<file path="src/rtl/stk_pkg.sv">
package stk_pkg;
    localparam int OPC_W  = 8;
    localparam int ARG_W  = 16;
    localparam int DATA_W = 16;
    localparam int INSN_W = OPC_W + ARG_W;

    localparam logic [OPC_W-1:0] OPC_LOAD  = 8'h01;
    localparam logic [OPC_W-1:0] OPC_CONST = 8'h02;
    localparam logic [OPC_W-1:0] OPC_STORE = 8'h03;
    localparam logic [OPC_W-1:0] OPC_ADD   = 8'h04;
    localparam logic [OPC_W-1:0] OPC_MUL   = 8'h05;
    localparam logic [OPC_W-1:0] OPC_STOP  = 8'hFF;

    typedef struct packed {
        logic [OPC_W-1:0] opc;
        logic [ARG_W-1:0] arg;
    } insn_t;

    typedef enum logic [2:0] {
        CA_NONE, CA_PUSH, CA_POP, CA_MERGE, CA_SPILL, CA_FILL
    } cache_op_e;

    typedef struct packed {
        logic [1:0] need;   // operands consumed from the stack
        logic       grows;  // adds one entry
    } opinfo_t;

    function automatic opinfo_t op_info(logic [OPC_W-1:0] opc);
        opinfo_t r;
        r = '{need: 2'd0, grows: 1'b0};
        case (opc)
            OPC_LOAD, OPC_CONST: r.grows = 1'b1;
            OPC_STORE:           r.need  = 2'd1;
            OPC_ADD, OPC_MUL:    r.need  = 2'd2;
            default:             r = '{need: 2'd0, grows: 1'b0};
        endcase
        return r;
    endfunction
endpackage

</file>
<file path="src/rtl/stk_alu.sv">
module stk_alu
    import stk_pkg::*;
#(
    parameter int W = DATA_W
) (
    input  logic         use_mul,
    input  logic [W-1:0] a,
    input  logic [W-1:0] b,
    output logic [W-1:0] y
);
    logic [2*W-1:0] prod;

    always_comb begin
        prod = a * b;
        y    = use_mul ? prod[W-1:0] : a + b;
    end
endmodule

</file>
<file path="src/rtl/stk_cache.sv">
module stk_cache
    import stk_pkg::*;
#(
    parameter int DEPTH = 4,
    parameter int W     = DATA_W,
    localparam int CW   = $clog2(DEPTH + 1)
) (
    input  logic           clk,
    input  logic           rst,
    input  cache_op_e      op,
    input  logic [W-1:0]   din,
    output logic [W-1:0]   top,
    output logic [W-1:0]   second,
    output logic [W-1:0]   bottom,
    output logic [CW-1:0]  count
);
    // ent[0] is the stack top; ent[count-1] is the deepest cached entry
    logic [W-1:0]  ent [DEPTH];
    logic [CW-1:0] cnt_q;

    always_ff @(posedge clk) begin
        if (rst) begin
            cnt_q <= '0;
        end else begin
            case (op)
                CA_PUSH: begin
                    ent[0] <= din;
                    for (int i = 1; i < DEPTH; i++) ent[i] <= ent[i-1];
                    cnt_q <= cnt_q + 1'b1;
                end
                CA_POP: begin
                    for (int i = 0; i < DEPTH - 1; i++) ent[i] <= ent[i+1];
                    cnt_q <= cnt_q - 1'b1;
                end
                CA_MERGE: begin
                    ent[0] <= din;
                    for (int i = 1; i < DEPTH - 1; i++) ent[i] <= ent[i+1];
                    cnt_q <= cnt_q - 1'b1;
                end
                CA_SPILL: cnt_q <= cnt_q - 1'b1;
                CA_FILL: begin
                    for (int i = 0; i < DEPTH; i++)
                        if (i == int'(cnt_q)) ent[i] <= din;
                    cnt_q <= cnt_q + 1'b1;
                end
                default: cnt_q <= cnt_q;
            endcase
        end
    end

    always_comb begin
        top    = ent[0];
        second = ent[1];
        bottom = '0;
        for (int i = 0; i < DEPTH; i++)
            if (i + 1 == int'(cnt_q)) bottom = ent[i];
    end
    assign count = cnt_q;

    // a spill only ever drains a full register stack
    a_r6_spill_when_full: assert property (@(posedge clk) disable iff (rst)
        op == CA_SPILL |-> cnt_q == CW'(DEPTH));
    // a fill only lands when a register slot is free
    a_r7_fill_has_room: assert property (@(posedge clk) disable iff (rst)
        op == CA_FILL |-> cnt_q < CW'(DEPTH));
    // arithmetic merge needs two cached operands
    a_r4_merge_two: assert property (@(posedge clk) disable iff (rst)
        op == CA_MERGE |-> cnt_q >= CW'(2));
    // a pop never leaves the cache empty-underflowed
    a_r3_pop_nonempty: assert property (@(posedge clk) disable iff (rst)
        op == CA_POP |-> cnt_q != '0);
endmodule

</file>
<file path="src/rtl/stk_core.sv">
module stk_core
    import stk_pkg::*;
#(
    parameter int            PC_W        = 8,
    parameter int            CACHE_DEPTH = 4,
    parameter logic [15:0]   SPILL_BASE  = 16'h00C0,
    parameter int            SPILL_DEPTH = 64,
    localparam int           CW          = $clog2(CACHE_DEPTH + 1),
    localparam int           SW          = $clog2(SPILL_DEPTH + 1)
) (
    input  logic              clk,
    input  logic              rst,
    output logic [PC_W-1:0]   imem_addr,
    input  logic [23:0]       imem_data,
    output logic [15:0]       dmem_addr,
    output logic              dmem_we,
    output logic [15:0]       dmem_wdata,
    input  logic [15:0]       dmem_rdata,
    output logic              halted,
    output logic              error
);
    logic [PC_W-1:0] pc_q;
    logic            halt_q, err_q;
    logic [SW-1:0]   sdep_q;

    insn_t           ins;
    opinfo_t         info;
    cache_op_e       cop;
    logic [DATA_W-1:0] cdin, c_top, c_second, c_bottom, alu_y;
    logic [CW-1:0]   c_cnt;
    logic            adv, set_err, set_halt, do_spill, do_fill, run;

    stk_cache #(.DEPTH(CACHE_DEPTH), .W(DATA_W)) u_cache (
        .clk(clk), .rst(rst), .op(cop), .din(cdin),
        .top(c_top), .second(c_second), .bottom(c_bottom), .count(c_cnt)
    );

    stk_alu #(.W(DATA_W)) u_alu (
        .use_mul(ins.opc == OPC_MUL), .a(c_second), .b(c_top), .y(alu_y)
    );

    always_comb begin
        ins        = insn_t'(imem_data);
        info       = op_info(ins.opc);
        run        = !halt_q && !rst;
        cop        = CA_NONE;
        cdin       = '0;
        dmem_addr  = '0;
        dmem_we    = 1'b0;
        dmem_wdata = '0;
        adv        = 1'b0;
        set_err    = 1'b0;
        set_halt   = 1'b0;
        do_spill   = 1'b0;
        do_fill    = 1'b0;
        if (run) begin
            if (int'(c_cnt) < int'(info.need)) begin
                if (sdep_q != '0) begin
                    do_fill   = 1'b1;
                    dmem_addr = SPILL_BASE + 16'(sdep_q) - 16'd1;
                    cdin      = dmem_rdata;
                    cop       = CA_FILL;
                end else begin
                    set_err = 1'b1;
                end
            end else if (info.grows && c_cnt == CW'(CACHE_DEPTH)) begin
                if (sdep_q == SW'(SPILL_DEPTH)) begin
                    set_err = 1'b1;
                end else begin
                    do_spill   = 1'b1;
                    dmem_addr  = SPILL_BASE + 16'(sdep_q);
                    dmem_we    = 1'b1;
                    dmem_wdata = c_bottom;
                    cop        = CA_SPILL;
                end
            end else begin
                case (ins.opc)
                    OPC_LOAD: begin
                        dmem_addr = ins.arg;
                        cdin      = dmem_rdata;
                        cop       = CA_PUSH;
                        adv       = 1'b1;
                    end
                    OPC_CONST: begin
                        cdin = ins.arg;
                        cop  = CA_PUSH;
                        adv  = 1'b1;
                    end
                    OPC_STORE: begin
                        dmem_addr  = ins.arg;
                        dmem_we    = 1'b1;
                        dmem_wdata = c_top;
                        cop        = CA_POP;
                        adv        = 1'b1;
                    end
                    OPC_ADD, OPC_MUL: begin
                        cdin = alu_y;
                        cop  = CA_MERGE;
                        adv  = 1'b1;
                    end
                    OPC_STOP: set_halt = 1'b1;
                    default:  adv = 1'b1;
                endcase
            end
        end
    end

    always_ff @(posedge clk) begin
        if (rst) begin
            pc_q   <= '0;
            halt_q <= 1'b0;
            err_q  <= 1'b0;
            sdep_q <= '0;
        end else begin
            if (adv) pc_q <= pc_q + 1'b1;
            if (do_spill) sdep_q <= sdep_q + 1'b1;
            else if (do_fill) sdep_q <= sdep_q - 1'b1;
            if (set_halt || set_err) halt_q <= 1'b1;
            if (set_err) err_q <= 1'b1;
        end
    end

    assign imem_addr = pc_q;
    assign halted    = halt_q;
    assign error     = err_q;

    // error flag is sticky
    a_r8_err_sticky: assert property (@(posedge clk) disable iff (rst)
        error |=> error);
    // an error always stops the core
    a_r8_err_halts: assert property (@(posedge clk) disable iff (rst)
        error |-> halted);
    // stopped core holds its program counter
    a_r10_pc_frozen: assert property (@(posedge clk) disable iff (rst)
        halted |=> $stable(imem_addr) && halted);
    // stopped core never writes data memory
    a_r10_no_write: assert property (@(posedge clk) disable iff (rst)
        halted |-> !dmem_we);
    // no memory write while reset is held
    a_r1_reset_quiet: assert property (@(posedge clk)
        rst |-> !dmem_we);
endmodule

</file>
<file path="config.mk">
export PLATFORM = sky130hd
export DESIGN_NAME = stk_core
export DESIGN_NICKNAME = d
export VERILOG_FILES = /design/src/rtl/stk_pkg.sv /design/src/rtl/stk_alu.sv /design/src/rtl/stk_cache.sv /design/src/rtl/stk_core.sv
export SDC_FILE = /design/constraint.sdc
export NUM_CORES = 1
export LEC_CHECK = 0
export ABC_AREA = 1
export BUFFER_PORTS_ARGS = -buffer_cell sky130_fd_sc_hd__buf_2
export CAP_MARGIN = 20
export CORE_MARGIN = 2
export CORE_UTILIZATION = 45
export DETAILED_ROUTE_END_ITERATION = 8
export GPL_ROUTABILITY_DRIVEN = 0
export PLACE_DENSITY = 0.66
export SLEW_MARGIN = 20
export SYNTH_ARGS = -nofsm -noshare
export SYNTH_HDL_FRONTEND = slang
export SYNTH_HIERARCHICAL = 1
export SYNTH_SLANG_ARGS = --single-unit
</file>
<file path="constraint.sdc">
create_clock -name clk -period 5.5 [get_ports clk]
set_input_delay 0.275 -clock clk [delete_from_list [all_inputs] [get_ports clk]]
set_output_delay 0.275 -clock clk [all_outputs]
set_load 0.01 [all_outputs]
</file>
# == Word level (Yosys, flattened, before mapping) ==
# Memory sizes are Yosys's and may differ from the RTL's.
# Index checks and enable logic that the tools add are counted.
# totals
reg_bits,20
mem_bits_rw,64
input_bits,42
output_inout_bits,43
word_cells,148
memories,1
# op_classes
n_addsub,8
n_mul,1
order_cmp,1
n_eq_ne,17
muxes,91
bitwise_logic,10
n_reduce_logical,14
# mem_list
name,depth,width,read_ports,rd_clocked_by_memory_dff,write_ports,line,source
u_cache.ent,4,16,4,0,4,stk_cache.sv:18,logic [W-1:0] ent [DEPTH];
# ops
cell,count
$mux 16,29
$mux 1,50
$pmux 16 s3,1
$add 16x16->16,1
$eq 8x2->1 const B,2
$eq 8x3->1 const B,2
$mul 16x16->16,1
$sub 16x1->16 const B,1
$mux 3,5
$mux 7,2
$or 1x1->1,10
$add 8x7->9 const A,1
$eq 3x3->1 const A,3
$eq 3x3->1 const B,3
$mux 9,1
$add 8x1->8 const B,1
$eq 8x1->1 const B,1
$eq 8x8->1 const B,1
$reduce_or 2->1,4
$add 7x1->7 const B,1
$eq 7x7->1 const B,1
$reduce_bool 7->1,1
$sub 7x1->7 const B,1
$eq 3x2->1 const B,2
14 further kinds,17

# == Depth between registers and ports, before layout ==
# logic_depth
ltp_word,14
ltp_mapped,33
depth_no_buf,32

# == Hierarchy ==
# Netlist, hierarchy kept.
# modules_own_cells
mod,n_inst,cells_per_inst,area_per_inst_um2,seq_area_each_um2
stk_alu,1,789,5143.7,0.0
stk_cache,1,485,3871.2,1981.9
stk_core,1,376,2322.2,340.3

# == Worst setup path before layout ==
# OpenSTA, ideal clock, no wires.
# synth_path
kind,register to register
startpoint,memory u_cache/ent[0][1] in the netlist's numbering
endpoint,memory u_cache/ent[3][15] in the netlist's numbering (data pin)
t_arrival_ps,5536
slack_ps,-181
stages_incl_launch_ff,31
path_buffers,2
synth_period_minus_slack_ps,5681
cell_sequence,edfxtp_1 -> buf_4 -> clkbuf_1 -> nand2_1 -> fa_1 -> fa_1 -> inv_1 -> fa_1 -> fa_1 -> fa_1 -> inv_1 -> fa_1 -> inv_1 -> ha_1 -> inv_1 -> o21ai_0 -> nor2_1 -> nand3_1 -> nand2_1 -> nand2_1 -> a21oi_1 -> inv_1 -> nand2_1 -> nand3_1 -> nand2_1 -> nand2_1 -> o21ai_0 -> inv_1 -> o21ai_1 -> inv_1 -> o21ai_1
# synth_lines
element,line
start: declaration,stk_cache.sv:18

==> metrics.yaml <==
initial_core_util: 0.454
drc: 0
yosys.area.top_type: "nand2_1"
syn_inst: 1650
cts_root_buf: "clkbuf_16"
synthTopCellsByArea: "nand2_1 (17%), edfxtp_1 (17%), fa_1 (15%)"
syn-cell-area_um2: 11300
clk_pin_slew_ns: 0.07
fillers: 2431
worstPathRequired_ns: 5.70
synth-seq-cells: 84
antenna_found_initial: 0
slew_viol_final: 0
worstHoldPathType: "in2reg"
routed_via_density: 5.39
syn-num-nets: 1848
critical_path_class: "reg2reg"
p_per_area_nw_per_um2: 124
drtAntennaViolNets: 0
fin_skew_ns: 0.0120
max-slew-margin-rel: 0.331
synth_top_area_share: 0.174
num_io_pins: 85
rsz0062_at_grt: "yes"
synth_top_family_by_area: "simple AND/OR/NAND/NOR gates"
synth_cell_types: 52
end_kind: "flip-flop"
whs_ns: 0.302
grt_pass1_vias: 11074
synth_seq_area_share: 0.205
synth_edf_count: 64
drtPass1Iterations: 6
final.min_clock_period_ns: 5.94
synth_area_per_cell_um2: 6.87
drt_iter0_drc: 1190
grt_max_degree: 35
max_clock_freq_mhz: 168
cp.arrival_ns: 6.14
start_kind: "flip-flop"
dp_hpwl_um: 28200
insertion_delay_ns: 0.35
ir_drop_mv: 0.137
cts_buffers: 9
synth-compound-area-share: 0.0995
synth-simple-area-share: 0.316
grtUsageTotal: 0.279
die_width_um: 163
timing.critical_path.mode_cell: "fa_1"
synthArstFlopShare: 0
setup_viol_count_final: 28
drt-total-wl_um: 36800
synth_commonest_cells: "nand2_1 (525), inv_1 (300), nand3_1 (91), fa_1 (83), nor2_1 (74)"
numPortBuffers: 84
ys_warn_count: 6
die_area_um2: 26500
total_power_mw: 1.69
post-route-cell-area_um2: 13700
failed_checks: "setup timing"
hold_violations: 0
die_h_um: 163
fin_nets: 2020
grt_overflow: 0
cts.sinks: 84
synthToLayoutAreaGrowth_pct: 20.7
worst_slew_pin_slew_ns: 1.00
vias: 11624
synth_fa_ha_area_frac: 0.227
p_leak_nw: 7.13
drive_above_1_share: 0.221
status: "complete, but fails checks"
synthMuxAreaShare: 0
dpl_cell_area_um2: 12800
cp_slowest_stage_delay_ns: 0.53
cp_max_fo: 3
grt_pass1_wl_um: 57500
setup_ws_ns: -0.441
ys.flop_type: "edfxtp_1"
holdBufCountCts: 0
placeableCoreArea_um2: 25000
period_share: 1.08
synth_most_common_cell: "nand2_1"
num_antenna_cells: 0
rows: 58
cts_tree: "yes"
wl_per_cell_um: 17.1
max-cap-violations: 0
clk_path_buf_depth: 2
worst_path_max_delay_cell: "fa_1"
synth_xor_area_frac: 0.0155
h-tree-depth: 3
timing repair:
item / 4_1_cts / 5_1_grt
pin swaps: 54 / 38
gates resized for setup: 69 / 57
buffers inserted: 17 / 6
setup endpoints to repair: 33 / 36
layout make-up:
class | instances | area, um^2 | share of cell area
sequential | 84 | 2320 | 0.170
clock buffer | 10 | 229 | 0.0167
tap | 330 | 413 | 0.0302
clock inverter | 6 | 95.1 | 0.00695
timing repair buffer | 224 | 1530 | 0.111
inverter | 317 | 1200 | 0.0878
multi-input combinational | 1186 | 7900 | 0.577
cell families (layout without fill, tap and decap cells):
kind of cell    Yosys count  in the layout
simple gates            812            812
fa+ha+maj               156            156
xor+xnor                 20             20
buf+inv                 380            557
compound gates          198            198
flops                    84             84
path summary, 6_finish.rpt:
path | start | end | slack (ns) | cells past startpoint
setup / recovery | u_cache/ent[0][6] | u_cache/ent[3][15] | -0.44 | 30
hold / removal | rst | imem_addr[5] | 0.30 | 2
setup reg to reg | u_cache/ent[0][6] | u_cache/ent[3][15] | -0.44 | 30
hold reg to reg | error | error | 0.44 | 2
power by group:
group | total, mW | leakage [nW] | internal, mW | switching (mW)
sequential | 0.683 | 0.713 | 0.678 | 0.00464
clock | 0.670 | 0.158 | 0.403 | 0.267
combinational | 0.339 | 6.26 | 0.143 | 0.196
flip-flops by register name, indices dropped and copies added (netlist names):
signal / cells
error: 1
halted: 1
imem_addr: 8
sdep_q: 7
u_cache/count: 3
u_cache/ent: 64
per-layer routing:
metal	GRT usage	routed length, um
met2	0.485	17700
met3	0.0318	2910
met4	0.0885	1010
met5	0	0
met1	0.365	15200
per-stage QoR:
stage / setup TNS [ns] / util / worst slack, ns / std cells
2_1_floorplan: 0 / - / 0.0243 / 1650
3_3_place_gp: -11.88 / 0.512 / -0.598 / 2121
3_5_place_dp: -13.63 / 0.512 / -0.619 / 2121
4_1_cts: -7.42 / 0.539 / -0.353 / 2153
5_1_grt: -15.13 / 0.548 / -0.632 / 2157
6_report: -7.90 / 0.548 / -0.441 / 2157
worst max-delay path, delay by kind of cell, from the launching register on:
| family | cells | cell delay [ns] |
|---|---|---|
| adders and majority gates | 8 | 3.40 |
| and+or+nand+nor | 8 | 0.73 |
| AOI/OAI and AO/OA | 5 | 0.62 |
| buffers and inverters | 9 | 0.60 |
| DFF | 1 | 0.44 |
placed cells by master, fill, tap and decap left out, types with 38 or more instances in the layout:
| master | instances |
|---|---|
| buf_2 | 84 |
| nand4_1 | 56 |
| o21ai_0 | 38 |
| edfxtp_1 | 64 |
| nor2_1 | 68 |
| nand3_1 | 85 |
| a21oi_1 | 56 |
| o21ai_1 | 40 |
| inv_1 | 278 |
| ha_1 | 61 |
| nand2_1 | 509 |
| fa_1 | 80 |
| buf_4 | 128 |
No activity file was read; power rests on OpenSTA's default activity.
